**src/rtl/ecc_secded_pkg.sv**
```systemverilog
package ecc_secded_pkg;

  localparam int DATA_W = 32;
  localparam int CHK_W  = 7;

  typedef logic [CHK_W-1:0]  chk_t;
  typedef logic [DATA_W-1:0] word_t;

  typedef enum logic [1:0] {
    SYN_CLEAN  = 2'd0,
    SYN_CHKBIT = 2'd1,
    SYN_DATA   = 2'd2,
    SYN_UNCORR = 2'd3
  } syn_kind_e;

  // Column of the check matrix for each data bit (odd weight, at least three).
  function automatic chk_t column_code(input int unsigned bit_idx);
    chk_t c;
    case (bit_idx)
      0:  c = 7'd88;   1:  c = 7'd25;   2:  c = 7'd26;   3:  c = 7'd91;
      4:  c = 7'd28;   5:  c = 7'd93;   6:  c = 7'd94;   7:  c = 7'd31;
      8:  c = 7'd104;  9:  c = 7'd41;   10: c = 7'd42;   11: c = 7'd107;
      12: c = 7'd44;   13: c = 7'd109;  14: c = 7'd110;  15: c = 7'd47;
      16: c = 7'd112;  17: c = 7'd49;   18: c = 7'd50;   19: c = 7'd115;
      20: c = 7'd52;   21: c = 7'd117;  22: c = 7'd118;  23: c = 7'd55;
      24: c = 7'd56;   25: c = 7'd121;  26: c = 7'd122;  27: c = 7'd59;
      28: c = 7'd124;  29: c = 7'd61;   30: c = 7'd62;   31: c = 7'd127;
      default: c = '0;
    endcase
    return c;
  endfunction

endpackage

```
**src/rtl/ecc_check_gen.sv**
```systemverilog
// Check-bit generator: check bit i is the parity of the data bits whose
// column code has bit i set.
module ecc_check_gen
  import ecc_secded_pkg::*;
#(
  parameter int DW = DATA_W,
  parameter int CW = CHK_W
) (
  input  logic [DW-1:0] data,
  output logic [CW-1:0] check
);

  for (genvar gi = 0; gi < CW; gi++) begin : g_row
    logic [DW-1:0] row_mask;
    always_comb begin
      for (int j = 0; j < DW; j++) begin
        row_mask[j] = column_code(j)[gi];
      end
    end
    assign check[gi] = ^(data & row_mask);
  end

endmodule

```
**src/rtl/ecc_syndrome_class.sv**
```systemverilog
// Sorts a syndrome into its outcome and builds the data-bit repair mask.
module ecc_syndrome_class
  import ecc_secded_pkg::*;
#(
  parameter int DW = DATA_W,
  parameter int CW = CHK_W
) (
  input  logic [CW-1:0] syndrome,
  output syn_kind_e     kind,
  output logic [DW-1:0] flip_mask
);

  localparam logic [CW-1:0] ONE = CW'(1);

  logic is_zero;
  logic is_pow2;
  logic is_odd;
  logic hit;

  for (genvar gj = 0; gj < DW; gj++) begin : g_col
    assign flip_mask[gj] = (syndrome == column_code(gj));
  end

  assign is_zero = (syndrome == '0);
  assign is_pow2 = !is_zero && ((syndrome & (syndrome - ONE)) == '0);
  assign is_odd  = ^syndrome;
  assign hit     = |flip_mask;

  always_comb begin
    if (is_zero) begin
      kind = SYN_CLEAN;
    end else if (is_pow2) begin
      kind = SYN_CHKBIT;
    end else if (is_odd && hit) begin
      kind = SYN_DATA;
    end else begin
      kind = SYN_UNCORR;
    end
  end

endmodule

```
**src/rtl/ecc_secded_unit.sv**
```systemverilog
module ecc_secded_unit
  import ecc_secded_pkg::*;
#(
  parameter int DW = DATA_W,
  parameter int CW = CHK_W
) (
  input  logic          clk,
  input  logic          rst_n,
  input  logic [DW-1:0] wr_data,
  output logic [CW-1:0] wr_check,
  input  logic          rd_valid,
  input  logic [DW-1:0] rd_data,
  input  logic [CW-1:0] rd_check,
  output logic          out_valid,
  output logic [DW-1:0] out_data,
  output logic [CW-1:0] out_syndrome,
  output logic          out_single,
  output logic          out_double
);

  logic [CW-1:0] rd_recalc;
  logic [CW-1:0] syn_now;
  syn_kind_e     kind_now;
  logic [DW-1:0] flip_now;

  // next-state values
  logic [DW-1:0] data_d;
  logic          single_d;
  logic          double_d;

  // registers
  logic          valid_q;
  logic [DW-1:0] data_q;
  logic [CW-1:0] syn_q;
  logic          single_q;
  logic          double_q;

  ecc_check_gen #(.DW(DW), .CW(CW)) i_wr_gen (
    .data  (wr_data),
    .check (wr_check)
  );

  ecc_check_gen #(.DW(DW), .CW(CW)) i_rd_gen (
    .data  (rd_data),
    .check (rd_recalc)
  );

  assign syn_now = rd_check ^ rd_recalc;

  ecc_syndrome_class #(.DW(DW), .CW(CW)) i_class (
    .syndrome  (syn_now),
    .kind      (kind_now),
    .flip_mask (flip_now)
  );

  always_comb begin
    data_d   = rd_data;
    single_d = 1'b0;
    double_d = 1'b0;
    case (kind_now)
      SYN_CHKBIT: single_d = 1'b1;
      SYN_DATA: begin
        data_d   = rd_data ^ flip_now;
        single_d = 1'b1;
      end
      SYN_UNCORR: double_d = 1'b1;
      default: ;
    endcase
  end

  always_ff @(posedge clk or negedge rst_n) begin
    if (!rst_n) begin
      valid_q <= 1'b0;
    end else begin
      valid_q <= rd_valid;
    end
  end

  always_ff @(posedge clk or negedge rst_n) begin
    if (!rst_n) begin
      data_q   <= '0;
      syn_q    <= '0;
      single_q <= 1'b0;
      double_q <= 1'b0;
    end else if (rd_valid) begin
      data_q   <= data_d;
      syn_q    <= syn_now;
      single_q <= single_d;
      double_q <= double_d;
    end
  end

  assign out_valid    = valid_q;
  assign out_data     = data_q;
  assign out_syndrome = syn_q;
  assign out_single   = single_q;
  assign out_double   = double_q;

endmodule

```
**config.mk**
```make
export PLATFORM = sky130hd
export DESIGN_NAME = ecc_secded_unit
export DESIGN_NICKNAME = d
export VERILOG_FILES = /design/src/rtl/ecc_secded_pkg.sv /design/src/rtl/ecc_check_gen.sv /design/src/rtl/ecc_syndrome_class.sv /design/src/rtl/ecc_secded_unit.sv
export SDC_FILE = /design/constraint.sdc
export NUM_CORES = 1
export LEC_CHECK = 0
export BUFFER_PORTS_ARGS = -buffer_cell sky130_fd_sc_hd__buf_2
export CAP_MARGIN = 10
export CORE_UTILIZATION = 35
export DETAILED_ROUTE_END_ITERATION = 12
export GPL_TIMING_DRIVEN = 0
export PLACE_DENSITY = 0.66
export SYNTH_ARGS = -nofsm -noshare
export SYNTH_HDL_FRONTEND = slang
export SYNTH_HIERARCHICAL = 1
export SYNTH_SLANG_ARGS = --single-unit
```
**constraint.sdc**
```tcl
create_clock -name clk -period 3.5 [get_ports clk]
set_input_delay 0.525 -clock clk [delete_from_list [all_inputs] [get_ports clk]]
set_output_delay 0.525 -clock clk [all_outputs]
set_load 0.02 [all_outputs]
```
## Yosys cells after proc, flatten, opt, wreduce, memory -nomap -nowiden

Index checks and enable logic that the tools add are counted.

| storage, ports and cells | value |
|---|---|
| register bits after elaboration | 42 |
| logic and storage cells | 72 |
| output and inout bits | 49 |

| cells by class | value |
|---|---|
| add/sub/neg operators | 1 |
| multiplexer cells | 6 |
| bitwise operators | 3 |
| eq/ne operators | 35 |
| reduce and logical (&&, ||, !) cells | 22 |

Operator list:

| cell | number |
|---|---|
| $reduce_xor 32->1 | 14 |
| $eq 7x7->1 const B | 16 |
| $eq 7x6->1 const B | 12 |
| $mux 32 | 1 |
| $reduce_or 32->1 | 1 |
| $xor 32x32->32 | 1 |
| $eq 7x5->1 const B | 4 |
| $logic_not 7->1 | 2 |
| $and 7x7->7 | 1 |
| $reduce_xor 7->1 | 1 |
| $sub 7x1->7 const B | 1 |
| $xor 7x7->7 | 1 |
| $eq 2x2->1 const B | 2 |
| $mux 2 | 2 |
| $mux 1 | 3 |
| $eq 2x1->1 const B | 1 |
| $logic_and 1x1->1 | 2 |
| $reduce_or 2->1 | 1 |
| $logic_not 1->1 | 1 |

## Longest topological paths before layout

| logic depth | value |
|---|---|
| depth after elaboration | 11 |
| gate-level depth with buffers | 19 |
| gate-level depth less buffers | 16 |

## By module

The synthesis kept the hierarchy.

By module, submodules not included:

| module | cells each | area each (sq um) | seq. area each (sq um) | instances |
|---|---|---|---|---|
| ecc_secded_unit | 205 | 2469.9 | 1051.0 | 1 |
| ecc_check_gen | 62 | 635.6 | 0.0 | 2 |
| ecc_syndrome_class | 125 | 797.0 | 0.0 | 1 |

## Least setup slack after synthesis

OpenSTA, ideal clock, no wires.

| timing path | value |
|---|---|
| path kind | input-to-reg |
| start | input port rd_data[27] |
| end | register data_q[0], in the netlist out_data[0] |
| data required time | 3.419 ns |
| data arrival time | 4.014 ns |
| stages on the path | 19 |
| library setup time | 0.081 ns |
| setup slack | -0.595 ns |
| buffers on the path | 3 |
| cells stage by stage | xnor2_1 xnor2_2 xor2_1 xnor3_1 xor2_1 inv_1 ha_1 buf_12 nand2_1 a31oi_2 a2111oi_4 nand4b_1 o22ai_1 inv_1 ha_1 buf_6 buf_8 a21bo_1 a31oi_2 |

| between the ends | value |
|---|---|
| cells in the longest elaborated chain, start to end | 10 |
| elaborated cells on any way between the ends | 53 |
| classes of those cells | add/sub: 1; eq/ne: 33; mux: 4; bitwise: 3; reduce/logical: 12 |

RTL lines:

| item | line | source |
|---|---|---|
| start, declared | ecc_secded_unit.sv:12 | `input logic [DW-1:0] rd_data,` |
| $reduce_xor 32->1 * | ecc_check_gen.sv:20 | `assign check[gi] = ^(data & row_mask);` |
| named net rd_recalc[4] | ecc_secded_unit.sv:21 | `logic [CW-1:0] rd_recalc;` |
| $xor 7x7->7 * | ecc_secded_unit.sv:48 | `assign syn_now = rd_check ^ rd_recalc;` |
| named net syn_now[4] | ecc_secded_unit.sv:22 | `logic [CW-1:0] syn_now;` |
| $sub 7x1->7, or another cell as far along | ecc_syndrome_class.sv:25 | `assign is_pow2 = !is_zero && ((syndrome & (syndrome - ONE)) == '0);` |
| $and 7x7->7 / $reduce_or 32->1 (equally long branches) | ecc_syndrome_class.sv:25, ecc_syndrome_class.sv:27 |  |
| $logic_not 7->1 / $logic_and 1x1->1 (equally long branches) | ecc_syndrome_class.sv:25, ecc_syndrome_class.sv:34 |  |
| $logic_and 1x1->1 / $mux 1 (equally long branches) | ecc_syndrome_class.sv:25, ecc_syndrome_class.sv:34 |  |
| $mux 2 | ecc_syndrome_class.sv:32 | `end else if (is_pow2) begin` |
| $mux 2 * | ecc_syndrome_class.sv:30 | `if (is_zero) begin` |
| named net kind_now[0] | ecc_secded_unit.sv:23 | `syn_kind_e kind_now;` |
| $eq 2x2->1 * | ecc_secded_unit.sv:60 | `case (kind_now)` |
| $mux 32 * | ecc_secded_unit.sv:60 |  |
| end signal, assigned | ecc_secded_unit.sv:86 | `data_q <= data_d;` |
| end, declared | ecc_secded_unit.sv:33 | `logic [DW-1:0] data_q;` |

The timed path passes the listed nets; every way through them passes the cells marked *.
A chain may end at the register's enable or synchronous reset.

## Worst setup path in the final report

| timing path | value |
|---|---|
| start | input port rd_data[31] |
| end | register data_q[6], in the netlist out_data[6] |

The elaborated chain is that of the path after synthesis.

==> reports/results.ini <==
[clock_network]
cts_hold_buf = 0
path_clk_slew_ns = 0.06
h-tree-depth = 2
cts_buffers = 5
cts_tree = yes
cts_buffer_depth = 2
clkLatencyLatePin_ns = 0.29
numClockSinks = 42
cts_root_buffer = clkbuf_16

[grt]
grt_use_met2_pct = 36.11
grt_max_degree = 43
antenna_found_initial = 0
met1_usage_pct = 25.41
grt_use_total_pct = 20.44
grt_pass1_wl_mm = 20.80
grt_pass1_vias = 3981
grt-ovfl-total = 0
met3_usage_pct = 3.086
grt-busiest-layer = met2

[detailed_routing]
routed_wl_mm = 13.76
route.detailed.drc = 0
post_drt_wl_per_cell_um = 17.50
ant_nets = 0
vias_per_cell = 4.999
first_pass_iters = 4
vias = 3929
drt_iter0_markers = 167

[logic_synthesis]
seq_area_frac_synth_pct = 23.16
netlist_instances = 454
synth_flop_cell = dfrtp_1
syn-cell-area_um2 = 4538
yosysTopAreaCellShare_pct = 23.16
synth_area_leaders = dfrtp_1 23%, xnor2_1 18%, a31oi_2 8.0%, a21bo_1 6.2%, nand3b_1 5.3%
async_reset_ff_share_pct = 100.0
yosysTopAreaCell = dfrtp_1
yosysWarnings = 6
synth_most_common_cell = xnor2_1
synth_edf_count = 0
syn_nets = 544
synth_commonest_cells = 93 x xnor2_1, 60 x nor2_1, 42 x dfrtp_1
ys_ff_latch = 42
syn_area_per_cell_um2 = 9.996
synth_cell_type_count = 42

[worst_setup_path]
cp.required_ns = 3.71
r2r_start = out_syndrome[4]
cp-end-kind = flop
reg2reg_slack_ns = 2.74
worst_setup_path_start_kind = primary input
r2r_cells = 1
worstPathArrival_ns = 4.13
r2r_end = out_syndrome[4]
worst-setup-path-type = in -> reg
crit_path_max_fanout = 7

[min_path]
holdPathStages = 1
min_from = rd_valid
min_to = out_valid
hp-class = in -> reg

[floorplan]
design.core.area_um2 = 12620
die_w_um = 115.9
num_rows = 41
die_area_um2 = 13430
pin_count = 123
start_util_pct = 35.96
die_h_um = 115.9

[sta]
fin_ws_ns = -0.4190
max_freq_mhz = 255.2
finalHoldViolCount = 0
min_period_over_period_pct = 112.0
rsz0062_at_grt = yes
worst_pin_slew_ns = 0.9823
fin_skew_ns = 0
period_needed_ns = 3.919
drv_slew = 0
slew_headroom_pct = 34.51
finalSetupViolCount = 32

[final_layout]
seq_area_um2 = 1051
finalInstanceArea_um2 = 6634
layout.nets = 703
drive_above_1_share_pct = 50.16
final_util_pct = 52.57
fillers = 1130
diodes = 0
multi_input_area_um2 = 3880
syn_to_final_growth_pct = 46.18

[power]
p_per_area_nw_per_um2 = 1206
max-vdd-ir-drop_mv = 0.8246
leakage_uw = 0.002839

[status]
violations = negative setup slack
outcome = finished, violations left

[place]
gp_congestion = 0.8925
dpl_cell_area_um2 = 5550
place_hpwl_mm = 10.31
numPortBuffers = 122

[flow_run]
cap_viol_max_count = 0

==> through the flow <==
stage	TNS (ns)	instances	worst slack, ns	hold WS, ns	total power, uW
6_report	-11.34	786	-0.4190	0.3627	8001
5_1_grt	-15.68	786	-0.5538	0.3676	8444
4_1_cts	-8.584	775	-0.3040	0.3586	7425
3_5_place_dp	-32.71	748	-1.024	0.4914	5419
3_3_place_gp	-32.64	748	-1.014	0.4924	5329
2_1_floorplan	-7.174	454	-0.2363	0.2294	4296
==> power by group <==
| part | leakage, uW | switching (uW) | internal [uW] |
|---|---|---|---|
| clock | 0.0000739 | 201 | 283 |
| combinational | 0.00229 | 3520 | 3370 |
| sequential | 0.000473 | 45.1 | 582 |
| total | 0.00284 | 3760 | 4240 |
==> layer usage <==
metal  share of wire (%)  routed length, um
met1                  41               5709
met2                  51               7044
met3                 4.9                675
met4                 2.4                328
met5                   0                  0
==> timing repair <==
action	4_1_cts	5_1_grt
endpoints found under the setup margin	34	34
pin swaps	32	38
gates resized for setup	93	30
gates cloned	3	1
endpoints found under the hold margin	0	0
buffers inserted	19	11
==> flip-flops by register name, summed over array words and instances (netlist names) <==
signal        flops
out_syndrome      7
out_valid         1
out_double        1
out_single        1
out_data         32
==> cell families after synthesis <==
logic type	after synthesis	synth area share [%]
XOR/XNOR	134	29.94
AND/OR/NAND/NOR	132	14.70
AO/OA/AOI/OAI	87	19.24
flip-flops	42	23.16
buffers and inverters	33	5.928
adder cells (fa/ha/maj)	16	4.411
multiplexers	10	2.619
==> critical path, cell delays in order <==
cell	delay [ns]
buf_12	0.11
xnor2_4	0.15
buf_12	0.14
xnor2_4	0.20
xnor2_2	0.16
xnor3_2	0.53
xor2_4	0.24
buf_6	0.14
ha_4	0.17
a22oi_2	0.19
o2bb2ai_4	0.08
a2111oi_4	0.29
nand4b_1	0.17
o22ai_2	0.15
inv_2	0.07
ha_4	0.18
buf_12	0.15
buf_8	0.13
a21bo_1	0.18
a31oi_2	0.19
==> worst max-delay path by stage <==
stage,from,to,slack [ns],cells after the start
after floorplan,rd_data[28],out_data[0],-0.24,18
after global placement,rd_data[7],out_data[27],-1.01,19
after detailed placement,rd_data[28],out_data[1],-1.02,19
after CTS,rd_data[22],out_data[29],-0.30,20
after global routing,rd_data[31],out_data[6],-0.55,20
final,rd_data[31],out_data[6],-0.42,20
==> layout by cell type, fill, tap and decap left out, types with 2 or more instances in the layout <==
master	synthesis	layout
xnor2_1	93	67
nand2_4	0	2
xor2_4	0	7
buf_12	1	5
xor2_2	2	8
dfrtp_1	42	42
a21bo_2	4	4
xor2_1	23	10
mux2_2	7	6
a31oi_1	5	4
o21ai_0	3	3
nand3b_1	32	32
xnor2_2	8	27
nor3_1	6	5
nor2_1	60	60
buf_8	3	7
ha_1	16	5
inv_1	12	9
buf_4	2	30
xnor3_1	8	5
nand2_1	21	16
buf_6	11	23
a21oi_1	8	6
a21oi_2	0	2
ha_2	0	5
xnor3_2	0	3
a31oi_2	29	29
ha_4	0	6
nand2_2	0	2
xnor2_4	0	7
nand2b_1	4	3
buf_16	0	2
clkbuf_16	0	6
buf_2	4	105
inv_2	0	3
mux2_4	2	3
a21bo_1	28	28
and2_1	3	3
==> layout make-up <==
cell class	instances	area share [%]
inverter	12	0.6790
clock inverter	1	0.07544
sequential	42	15.84
buffer	18	2.980
multi-input combinational	379	58.49
timing repair buffer	155	16.54
clock buffer	7	2.150
tap	172	3.244
No activity file was read; power rests on OpenSTA's default activity.
